<file path="config.mk">
export PLATFORM = sky130hd
export DESIGN_NAME = nn_job_sequencer
export DESIGN_NICKNAME = d
export VERILOG_FILES = /design/src/rtl/nn_job_sequencer.sv
export SDC_FILE = /design/constraint.sdc
export NUM_CORES = 1
export LEC_CHECK = 0
export BUFFER_PORTS_ARGS = -buffer_cell sky130_fd_sc_hd__buf_2
export CORE_AREA = 2 2 86 88
export CTS_BUF_LIST = sky130_fd_sc_hd__clkbuf_8
export CTS_CLUSTER_DIAMETER = 80
export CTS_CLUSTER_SIZE = 28
export DETAILED_ROUTE_END_ITERATION = 10
export DIE_AREA = 0 0 88 90
export PLACE_DENSITY = 0.84
export SYNTH_ARGS = -nofsm -noshare
export SYNTH_HDL_FRONTEND = slang
export SYNTH_SLANG_ARGS = --single-unit
</file>
<file path="constraint.sdc">
create_clock -name clk -period 3 [get_ports clk]
set_clock_uncertainty 0.2 [all_clocks]
set_input_delay 0.15 -clock clk [delete_from_list [all_inputs] [get_ports clk]]
set_output_delay 0.15 -clock clk [all_outputs]
set_load 0.01 [all_outputs]
</file>
<file path="src/rtl/nn_job_sequencer.sv">
module nn_job_sequencer #(
  parameter int ENGINES   = 10,
  parameter int SUB_W     = 5,
  parameter int HID_W     = 4,
  parameter int IMG_W     = 7,
  parameter int ADDR_W    = 11,
  parameter int SIG_WORDS = 1024,
  parameter int WGT_WORDS = 1024,
  parameter int CODE_W    = 5,
  localparam int DATA_W   = SUB_W + HID_W + IMG_W
) (
  input  logic               clk,
  input  logic               rst_n,
  input  logic               job_start,
  output logic               busy,
  input  logic               in_valid,
  input  logic [DATA_W-1:0]  in_data,
  output logic               load_we,
  output logic [1:0]         load_sel,
  output logic [ADDR_W-1:0]  load_addr,
  output logic               bias_we,
  output logic [ADDR_W-1:0]  bias_addr,
  output logic               eng_start,
  output logic [1:0]         eng_op,
  output logic [ENGINES-1:0] eng_active,
  output logic [SUB_W-1:0]   pass_base,
  input  logic [ENGINES-1:0] eng_done,
  output logic               max_start,
  output logic               max_restart,
  input  logic               max_done,
  input  logic [CODE_W-1:0]  max_code,
  output logic               result_valid,
  output logic [CODE_W-1:0]  result_code
);

  typedef enum logic [4:0] {
    S_IDLE, S_SIG, S_WGT, S_DESC, S_IMG, S_BIAS,
    S_HS_GO, S_HS_W, S_HA_GO, S_HA_W, S_OS_GO, S_OS_W, S_OA_GO, S_OA_W,
    S_MX_GO, S_MX_W, S_SEND
  } st_t;

  localparam logic [ADDR_W:0] SIG_LEN = (ADDR_W+1)'(SIG_WORDS);
  localparam logic [ADDR_W:0] WGT_LEN = (ADDR_W+1)'(WGT_WORDS);
  localparam logic [SUB_W-1:0] ENG_N  = SUB_W'(ENGINES);

  st_t               state;
  logic [ADDR_W-1:0] cnt;
  logic [HID_W-1:0]  hid_n;
  logic [IMG_W-1:0]  img_n;
  logic [SUB_W-1:0]  sub_left;
  logic [ADDR_W:0]   phase_len;
  logic              last, all_done, loading;

  always_comb begin
    case (state)
      S_SIG:   phase_len = SIG_LEN;
      S_WGT:   phase_len = WGT_LEN;
      S_IMG:   phase_len = (ADDR_W+1)'(img_n);
      S_BIAS:  phase_len = (ADDR_W+1)'(hid_n) + 1'b1;
      default: phase_len = 1;
    endcase
  end

  assign last     = ({1'b0, cnt} + 1'b1) >= phase_len;
  assign all_done = &(eng_done | ~eng_active);
  assign loading  = (state == S_SIG) || (state == S_WGT) || (state == S_IMG);

  for (genvar i = 0; i < ENGINES; i++) begin : g_act
    assign eng_active[i] = sub_left > SUB_W'(i);
  end

  assign busy         = state != S_IDLE;
  assign load_we      = loading && in_valid;
  assign load_sel     = (state == S_WGT) ? 2'd1 : (state == S_IMG) ? 2'd2 : 2'd0;
  assign load_addr    = cnt;
  assign bias_we      = state == S_BIAS;
  assign bias_addr    = cnt;
  assign eng_start    = (state == S_HS_GO) || (state == S_HA_GO) ||
                        (state == S_OS_GO) || (state == S_OA_GO);
  assign max_start    = state == S_MX_GO;
  assign max_restart  = max_start && (pass_base == '0);
  assign result_valid = state == S_SEND;

  always_comb begin
    case (state)
      S_HA_GO, S_HA_W: eng_op = 2'd1;
      S_OS_GO, S_OS_W: eng_op = 2'd2;
      S_OA_GO, S_OA_W: eng_op = 2'd3;
      default:         eng_op = 2'd0;
    endcase
  end

  always_ff @(posedge clk) begin
    if (!rst_n) begin
      state       <= S_IDLE;
      cnt         <= '0;
      hid_n       <= '0;
      img_n       <= '0;
      sub_left    <= '0;
      pass_base   <= '0;
      result_code <= '0;
    end else begin
      case (state)
        S_IDLE: if (job_start) begin
          state <= S_SIG;
          cnt   <= '0;
        end
        S_SIG, S_WGT, S_IMG: if (in_valid) begin
          if (last) begin
            cnt   <= '0;
            state <= (state == S_SIG) ? S_WGT : (state == S_WGT) ? S_DESC : S_BIAS;
          end else begin
            cnt <= cnt + 1'b1;
          end
        end
        S_DESC: if (in_valid) begin
          sub_left  <= (in_data[SUB_W-1:0] == '0) ? SUB_W'(1) : in_data[SUB_W-1:0];
          hid_n     <= in_data[SUB_W +: HID_W];
          img_n     <= in_data[SUB_W+HID_W +: IMG_W];
          pass_base <= '0;
          state     <= S_IMG;
        end
        S_BIAS: if (last) begin
          cnt   <= '0;
          state <= S_HS_GO;
        end else begin
          cnt <= cnt + 1'b1;
        end
        S_HS_GO: state <= S_HS_W;
        S_HS_W:  if (all_done) state <= S_HA_GO;
        S_HA_GO: state <= S_HA_W;
        S_HA_W:  if (all_done) state <= S_OS_GO;
        S_OS_GO: state <= S_OS_W;
        S_OS_W:  if (all_done) state <= S_OA_GO;
        S_OA_GO: state <= S_OA_W;
        S_OA_W:  if (all_done) state <= S_MX_GO;
        S_MX_GO: state <= S_MX_W;
        S_MX_W: if (max_done) begin
          result_code <= max_code;
          if (sub_left > ENG_N) begin
            sub_left  <= sub_left - ENG_N;
            pass_base <= pass_base + ENG_N;
            state     <= S_BIAS;
          end else begin
            state <= S_SEND;
          end
        end
        S_SEND:  state <= S_IDLE;
        default: state <= S_IDLE;
      endcase
    end
  end

endmodule

</file>
==> results of run 1 <==
metal layers:
metal / track usage / share of wire
met5: 0 / 0
met4: 0.0603 / 0.020
met3: 0.0257 / 0.048
met1: 0.255 / 0.42
met2: 0.370 / 0.51
layout make-up:
class,count,area share
clock buffers,5,0.0166
well taps,99,0.0299
clock inverters,3,0.0166
flip-flops and latches,41,0.202
repair buffers,149,0.229
inverters,10,0.00906
multi-input cells,290,0.497
cells in the mapped netlist (5+ instances only):
cell type and instances:
a211oi_1 7, a21oi_1 29, a31oi_1 6, and2_1 8, and3_1 8, buf_2 8, buf_4 14, clkbuf_1 11
dfxtp_1 41, ha_1 16, inv_1 10, mux2i_1 11, nand2_1 38, nand3_1 13, nand4_1 9, nor2_1 30
nor2b_1 6, nor3_1 7, nor4_1 5, o2111ai_1 6, o21ai_0 11, xnor2_1 6
timing repair:
action                     CTS  global route
setup buffers                7             2
hold endpoints to repair    19             0
setup endpoints to repair    1            13
hold buffers                19             0
pin swaps                    6             6
resized for setup            3            17
per-stage QoR:
step,utilization,TNS (ns)
3_3_place_gp,0.522,0
2_1_floorplan,-,0
4_1_cts,0.578,0
6_report,0.590,0
3_5_place_dp,0.522,-0.0376
5_1_grt,0.590,-0.0663
cells by family (layout without fill, tap and decap cells):
| group | Yosys count | in the layout | synth area share |
|---|---|---|---|
| mux | 12 | 12 | 0.0398 |
| flops | 41 | 41 | 0.269 |
| compound gates | 96 | 96 | 0.231 |
| simple gates | 157 | 157 | 0.285 |
| xor+xnor | 8 | 8 | 0.0230 |
| other cells | 1 | 1 | 0.00123 |
| fa+ha+maj | 16 | 16 | 0.0657 |
| buf+inv | 46 | 167 | 0.0846 |
final timing paths:
path | cells past startpoint | from | endpoint
setup / recovery | 11 | bias_addr[0]$_SDFFE_PN0P_ | state[1]$_SDFFE_PN0P_
hold / removal | 3 | max_done | result_code[3]$_SDFFE_PN0P_
setup reg to reg | 11 | bias_addr[0]$_SDFFE_PN0P_ | state[1]$_SDFFE_PN0P_
hold reg to reg | 2 | result_code[2]$_SDFFE_PN0P_ | result_code[2]$_SDFFE_PN0P_
power groups by stage:
stage	clock, uW	sequential (uW)	combinational, uW
2_1_floorplan	0	619	570
3_3_place_gp	0	627	808
3_5_place_dp	0	630	837
4_1_cts	549	611	905
5_1_grt	571	619	1010
6_report	540	616	940
state kept, by name, summed over array words and instances (netlist names):
signal       count
img_n            7
sub_left         5
pass_base        4
state            5
hid_n            4
result_code      5
bias_addr       11
critical path, cell delays in order, from the launching register on:
cell and delay [ns]:
dfxtp_4 0.37, buf_4 0.12, buf_4 0.11, nand3_2 0.10, and2_4 0.16, or2_2 0.32
ha_4 0.25, o2111ai_2 0.18, a21oi_1 0.08, or4_4 0.56, and3_4 0.22, a32o_1 0.20
==> run summary, run 1 <==
Status -> complete, no violations
Final worst setup slack -> 0.0372 ns
Syn Inst Count -> 377
Cell-internal power -> 1330 uW
CTS tree -> built
Combinational power share -> 0.449
Root Buffer -> clkbuf_8
RSZ-0062 raised after global routing -> true
Syn Std Cell Area -> 3050 sq um
Final setup fails -> 0
Worst-Margin Slew -> 0.721 ns
Reg clk slew, reported paths -> 0.08 ns
Crit start category -> flip-flop
Net Sw Power -> 769 uW
PortBufs -> 87
Final Hold Fails -> 0
Placed cell count -> 561
Die area -> 7920 sq um
GRT Residual Overflow -> 0
P&R area growth vs syn -> 36.0%
Reg-to-reg slack, setup -> 0.04 ns
Clock power frac -> 0.258
First-pass GRT wire length -> 13.6 mm
Power, Total -> 2100 uW
DP Area -> 3670 sq um
DPL Wire Length -> 6.27 mm
Post-synth EDFFs -> 0
Worst-Skew Late Latency -> 0.30 ns
Die Wd -> 88 microns
Tmin final -> 2.96 ns
Critical path arrival -> 2.96 ns
Synth warn -> 0
FILL cells -> 621
Leading post-synthesis cells by cell area -> dfxtp_1 27%, ha_1 6.6%, a21oi_1 4.8%
Worst-path maximum fanout -> 5
Initial DRC count -> 206
Clk sink count -> 41
Dpl ws -> -0.0376 ns
CP required -> 3.00 ns
Net Sw Frac -> 0.367
Nets -> 549
PD cells -> 506 nW/um^2
Cell Rows -> 31
H-tree depth -> 2
Antenna viol nets, final -> 0
Tcrit/Tclk final -> 0.988
Multi-input logic area -> 2060 sq um
Share of cells above drive strength 1 -> 0.367
MaxCap Viol Count -> 0
Yosys top cell by area -> dfxtp_1
Syn_area_per_cell -> 8.08 sq um
Commonest non-fill, non-tap cells in the layout -> 87 x buf_2, 43 x buf_4, 37 x nand2_1, 33 x dfxtp_1, 29 x nor2_1
Starting Density -> 0.434
Core ar. -> 7020 sq um
Residual DRC count -> 0
First-pass DRT Iterations -> 4
Wire per inst -> 14.6 microns
Most common cell after layout, fill and taps aside -> buf_2
Ant diodes -> 0
Vias/cell -> 5.45
Tot GR Track Use -> 0.207
F_max -> 338 MHz
Non-Filler Instances -> 597
Sequential-to-total area share from yosys stat -> 0.269
Initial antenna violation count -> 0
IO Pins -> 89
Clock buffer count from CTS -> 5
Post-route cell area -> 4140 sq um
Syn Nets -> 429
Vias in the first global route -> 3,051
Largest net degree at the start of global routing -> 27
#FFs+latches synth -> 41
Die Height -> 90 microns
Worst slew margin -> 0.519
Routed wire length -> 8.69 mm
Yosys top cell area share -> 0.269
Static Leak -> 0.00190 uW
Worst setup EP type -> flip-flop
Async S/R FF share, synth -> 0
Class of the worst hold path -> in -> reg
Synth cell types -> 67
Max clock buf depth -> 2
Reg power frac -> 0.294
Post-route worst hold slack -> 0.00569 ns
Storage cell area -> 836 sq um
Vias -> 3,255
Main synth FF type -> dfxtp_1
Worst VDD drop -> 0.000324 V
Kind of critical path -> reg -> reg
Max-slew violation count -> 0
Gpl congestion -> 0.873
(Power assumes the default switching activity.)
==> inputs of run 2 (changes only) <==
- PLACE_DENSITY: 0.84 -> 0.72
==> run 2 against run 1 <==
  * Die area is the same
  * Sequential share of layout area shrank 0.11 points
  * Combinational power is 0.5% lower
  * Critical endpoint unchanged
  * Largest cell class unchanged
==> run summary, run 2 (synthesis results as in run 1) <==
Initial DRC count -> 206
Largest net degree at the start of global routing -> 21
WP buf/inv -> 0
PD cells -> 470 nW/um^2
Worst-Skew Late Latency -> 0.30 ns
Core ar. -> 7020 sq um
Share of cells above drive strength 1 -> 0.364
H-tree depth -> 2
Ant diodes -> 0
Routed wire length -> 8.55 mm
PortBufs -> 87
Tot GR Track Use -> 0.211
Worst setup EP type -> flip-flop
Cell Rows -> 31
First-pass GRT wire length -> 13.6 mm
Hold Path Cell Cnt -> 3
Vias -> 3,226
Final worst setup slack -> 0.0842 ns
Clk sink count -> 41
Vias in the first global route -> 3,020
Worst-path maximum fanout -> 5
Gpl congestion -> 0.885
Starting Density -> 0.434
Power, Total -> 1960 uW
Met2 wire len -> 4.37 mm
GRT Residual Overflow -> 0
Class of the worst hold path -> in -> reg
CTS tree -> built
Reg clk slew, reported paths -> 0.09 ns
F_max -> 343 MHz
Commonest non-fill, non-tap cells in the layout -> 87 x buf_2, 43 x buf_4, 37 x nand2_1, 34 x dfxtp_1, 29 x nor2_1
Crit start category -> flip-flop
Critical path arrival -> 2.92 ns
Die area -> 7920 sq um
Final setup fails -> 0
Multi-input logic area -> 2060 sq um
Root Buffer -> clkbuf_8
Top sig layer -> met4
Max clock buf depth -> 2
Wire per inst -> 14.2 microns
P&R area growth vs syn -> 36.6%
Tcrit/Tclk final -> 0.972
Static Leak -> 0.00190 uW
Max-slew violation count -> 0
Residual DRC count -> 0
Critical path depth -> 11
DPL Wire Length -> 6.19 mm
Placed cell count -> 564
CP max stage cell -> or4_4
Antenna viol nets, final -> 0
Dpl ws -> -0.0296 ns
Worst-Margin Slew -> 0.783 ns
Final Core Density -> 0.593
Metal-1 WL -> 3.59 mm
CP delay by family, top -> simple AND/OR/NAND/NOR gates
Kind of critical path -> reg -> reg
FILL cells -> 623
Initial antenna violation count -> 0
Nets -> 554
Worst VDD drop -> 0.000254 V
Most common cell after layout, fill and taps aside -> buf_2
IO Pins -> 89
CP required -> 3.00 ns
Status -> complete, no violations
Non-Filler Instances -> 602
Worst slew margin -> 0.476
CP Cell Sequence -> ha_4 -> and2_4 -> nand2_2 -> o31a_1 -> or2_4 -> ha_2 -> nand4b_1 -> a31o_1 -> or4_4 -> and3_4 -> a32o_1
Die Wd -> 88 microns
R2R depth -> 11
RSZ-0062 raised after global routing -> true
Tmin final -> 2.92 ns
CP peak stage delay -> 0.45 ns
Clock buffer count from CTS -> 5
Met3 wire len -> 407 microns
Die Height -> 90 microns
First-pass DRT Iterations -> 4
Storage cell area -> 835 sq um
Final Hold Fails -> 0
Vias/cell -> 5.36
Max reg flops -> 11
MaxCap Viol Count -> 0
-- run 2: where the power goes --
part	internal [uW]	leakage (uW)	switching (uW)
clock	208	0.0000542	203
combinational	427	0.00151	508
sequential	576	0.000335	34.4
total	1210	0.00190	745
-- run 2: layout make-up --
type | count | area share
clock inverters | 1 | 0.00120
clock buffers | 7 | 0.0232
flip-flops and latches | 41 | 0.201
multi-input cells | 290 | 0.496
well taps | 99 | 0.0298
repair buffers | 154 | 0.240
inverters | 10 | 0.00902
-- run 2: final timing paths --
| check | slack [ns] | endpoint | startpoint |
|---|---|---|---|
| setup / recovery | 0.08 | state[1]$_SDFFE_PN0P_ | bias_addr[0]$_SDFFE_PN0P_ |
| hold / removal | 0.003 | result_code[4]$_SDFFE_PN0P_ | max_done |
| setup reg to reg | 0.08 | state[1]$_SDFFE_PN0P_ | bias_addr[0]$_SDFFE_PN0P_ |
| hold reg to reg | 0.26 | result_code[3]$_SDFFE_PN0P_ | result_code[3]$_SDFFE_PN0P_ |
-- run 2: repair_timing --
| action | in CTS | in global routing |
|---|---|---|
| cloned | 0 | 0 |
| endpoints found under the hold margin | 20 | 0 |
| pin swaps | 6 | 8 |
| setup buffers | 4 | 4 |
| hold buffers | 23 | 0 |
| endpoints found under the setup margin | 1 | 22 |
| resized for setup | 4 | 18 |
-- run 2: per-stage QoR --
step / instance area [sq um] / TNS (ns) / hold WS (ns)
finish: 4160 / 0 / 0.00274
detailed placement: 3690 / -0.0296 / 0.192
floorplan: 3070 / 0 / 0.0972
global route: 4160 / -0.166 / 0.0221
CTS: 4060 / 0 / 0.000490
global placement: 3690 / 0 / 0.185
-- run 2: metal layers --
| layer | vias to the layer above | GRT usage |
|---|---|---|
| met3 | 15 | 0.0275 |
| met5 | - | 0 |
| met2 | 101 | 0.381 |
| met4 | 0 | 0.0718 |
| met1 | 1493 | 0.251 |
| li1 | 1617 | - |
-- run 2: tightest hold or removal path: cells and delay by family --
family,cells,cell delay [ns]
buffers and inverters,1,0.16
AND/OR/NAND/NOR,1,0.10
AO/OA/AOI/OAI,1,0.05
==> inputs of run 3 (changes only) <==
- CELL_PAD_IN_SITES_DETAIL_PLACEMENT: default -> 1
- CELL_PAD_IN_SITES_GLOBAL_PLACEMENT: default -> 2
- CORE_AREA: 2 2 86 88 -> 2 2 110 112
- DIE_AREA: 0 0 88 90 -> 0 0 112 114
- PLACE_DENSITY: 0.72 -> default
- PLACE_DENSITY_LB_ADDON: default -> 0.1
==> run 3 against run 2 <==
  * Final cell count increased by 10%
  * Worst hold slack gained 0.012 ns
  * Global-route usage decreased by 4.4 points
  * Design area increased by 6.2%
==> run summary, run 3 (synthesis results as in run 1) <==
Status -> complete, no violations
P&R area growth vs syn -> 45.0%
Clock buffer count from CTS -> 5
Vias -> 3,288
Core ar. -> 11,700 sq um
Die area -> 12,800 sq um
Vias/cell -> 4.94
Antenna viol nets, final -> 0
DPL Wire Length -> 7.85 mm
Commonest non-fill, non-tap cells in the layout -> 87 x buf_2, 52 x buf_4, 36 x nand2_1, 33 x dfxtp_1, 28 x nor2_1
Reg clk slew, reported paths -> 0.09 ns
Final setup fails -> 0
Largest net degree at the start of global routing -> 15
CP Cell Sequence -> ha_4 -> and2_4 -> nand2_2 -> o31a_1 -> or2_4 -> ha_4 -> nand4b_1 -> a31o_1 -> or4_4 -> and3_4 -> a32o_1
Wire per inst -> 16.0 microns
PD cells -> 487 nW/um^2
Die Wd -> 112 microns
Clk sink count -> 41
Crit start category -> flip-flop
Root Buffer -> clkbuf_8
Max-slew violation count -> 0
Initial antenna violation count -> 0
DP Area -> 3800 sq um
Max reg flops -> 11
Post-route cell area -> 4420 sq um
FILL cells -> 1,437
IO Pins -> 89
CTS tree -> built
Non-Filler Instances -> 665
F_max -> 338 MHz
Starting Density -> 0.260
CP max stage cell -> or4_4
Total negative slack -> 0 ns
Worst-Margin Slew -> 0.692 ns
Critical path arrival -> 2.96 ns
PortBufs -> 87
Most Frequent Cell on Critical Path -> ha_4
Share of cells above drive strength 1 -> 0.388
Initial DRC count -> 90
GRT Residual Overflow -> 0
RSZ-0062 raised after global routing -> true
Tmin final -> 2.96 ns
Final Hold Fails -> 0
First-pass GRT wire length -> 17.3 mm
Worst slew margin -> 0.539
Residual DRC count -> 0
Worst-path maximum fanout -> 5
Power, Total -> 2150 uW
Tot GR Track Use -> 0.167
Routed wire length -> 10.7 mm
Worst-Skew Late Latency -> 0.30 ns
Cell Rows -> 40
R2R depth -> 11
H-tree depth -> 2
Gpl congestion -> 0.802
Static Leak -> 0.00200 uW
Hold Path Cell Cnt -> 5
Ant diodes -> 0
Worst VDD drop -> 0.000185 V
Max clock buf depth -> 2
Vias in the first global route -> 3,399
Nets -> 569
Worst setup EP type -> flip-flop
CP peak stage delay -> 0.46 ns
Tcrit/Tclk final -> 0.985
Class of the worst hold path -> in -> reg
Die Height -> 114 microns
MaxCap Viol Count -> 0
Kind of critical path -> reg -> reg
Most common cell after layout, fill and taps aside -> buf_2
Placed cell count -> 619
First-pass DRT Iterations -> 4
CP required -> 3.00 ns
-- run 3: changes by cell type in the layout (fill, tap and decap cells not counted), sizes merged --
cell and delta:
clkbuf -2, dlygate4sd3 +2, inv +1, buf +13, bufinv +1
-- run 3: worst paths after layout --
kind | startpoint | endpoint | slack [ns]
max | bias_addr[1]$_SDFFE_PN0P_ | state[1]$_SDFFE_PN0P_ | 0.04
min | in_data[4] | sub_left[4]$_SDFFE_PN0P_ | 0.01
max reg2reg | bias_addr[1]$_SDFFE_PN0P_ | state[1]$_SDFFE_PN0P_ | 0.04
min reg2reg | result_code[4]$_SDFFE_PN0P_ | result_code[4]$_SDFFE_PN0P_ | 0.26
-- run 3: power by group --
part	internal, uW	switching, uW	total [uW]	leakage (uW)
sequential	578	39.9	618	0.000335
clock	244	216	460	0.0000593
combinational	506	569	1080	0.00161
-- run 3: cell type report --
type                            instances  area [sq um]  share of cell area
Clock buffer                            5          68.8              0.0156
Clock inverter                          3          38.8             0.00878
Inverter                               10          37.5             0.00850
Multi-Input combinational cell        290          2120               0.480
Sequential cell                        41           836               0.189
Tap cell                              147           184              0.0416
Timing Repair Buffer                  169          1130               0.256
-- run 3: stage by stage --
step                setup slack [ns]  hold WS (ns)  utilization
floorplan                    0.00514        0.0972            -
global placement             -0.0727         0.185        0.325
detailed placement            -0.137         0.197        0.325
CTS                          -0.0134       0.00351        0.362
global route                 -0.0453        0.0462        0.377
finish                        0.0446        0.0144        0.377
-- run 3: what timing repair did --
action                                 4_1_cts  5_1_grt
resized for setup                           10       29
pin swaps                                    8       13
endpoints found under the hold margin       20        0
setup endpoints to repair                   15       16
cloned                                       0        1
hold buffers                                25        0
buffers inserted                             5        7
-- run 3: worst max-delay path: cells and delay by family, from the launching register on --
family | cells | cell delay [ns]
simple gates | 6 | 1.31
flops | 1 | 0.37
fa+ha+maj | 2 | 0.28
compound gates | 3 | 0.68
-- run 3: routing by layer --
metal / vias to the layer above / GRT usage / routed length (microns) / share of wire
met1: 1569 / 0.208 / 4730 / 0.44
li1: 1647 / - / - / -
met3: 14 / 0.0239 / 320 / 0.030
met2: 58 / 0.302 / 5440 / 0.51
met4: 0 / 0.0455 / 163 / 0.015
met5: - / 0 / 0 / 0
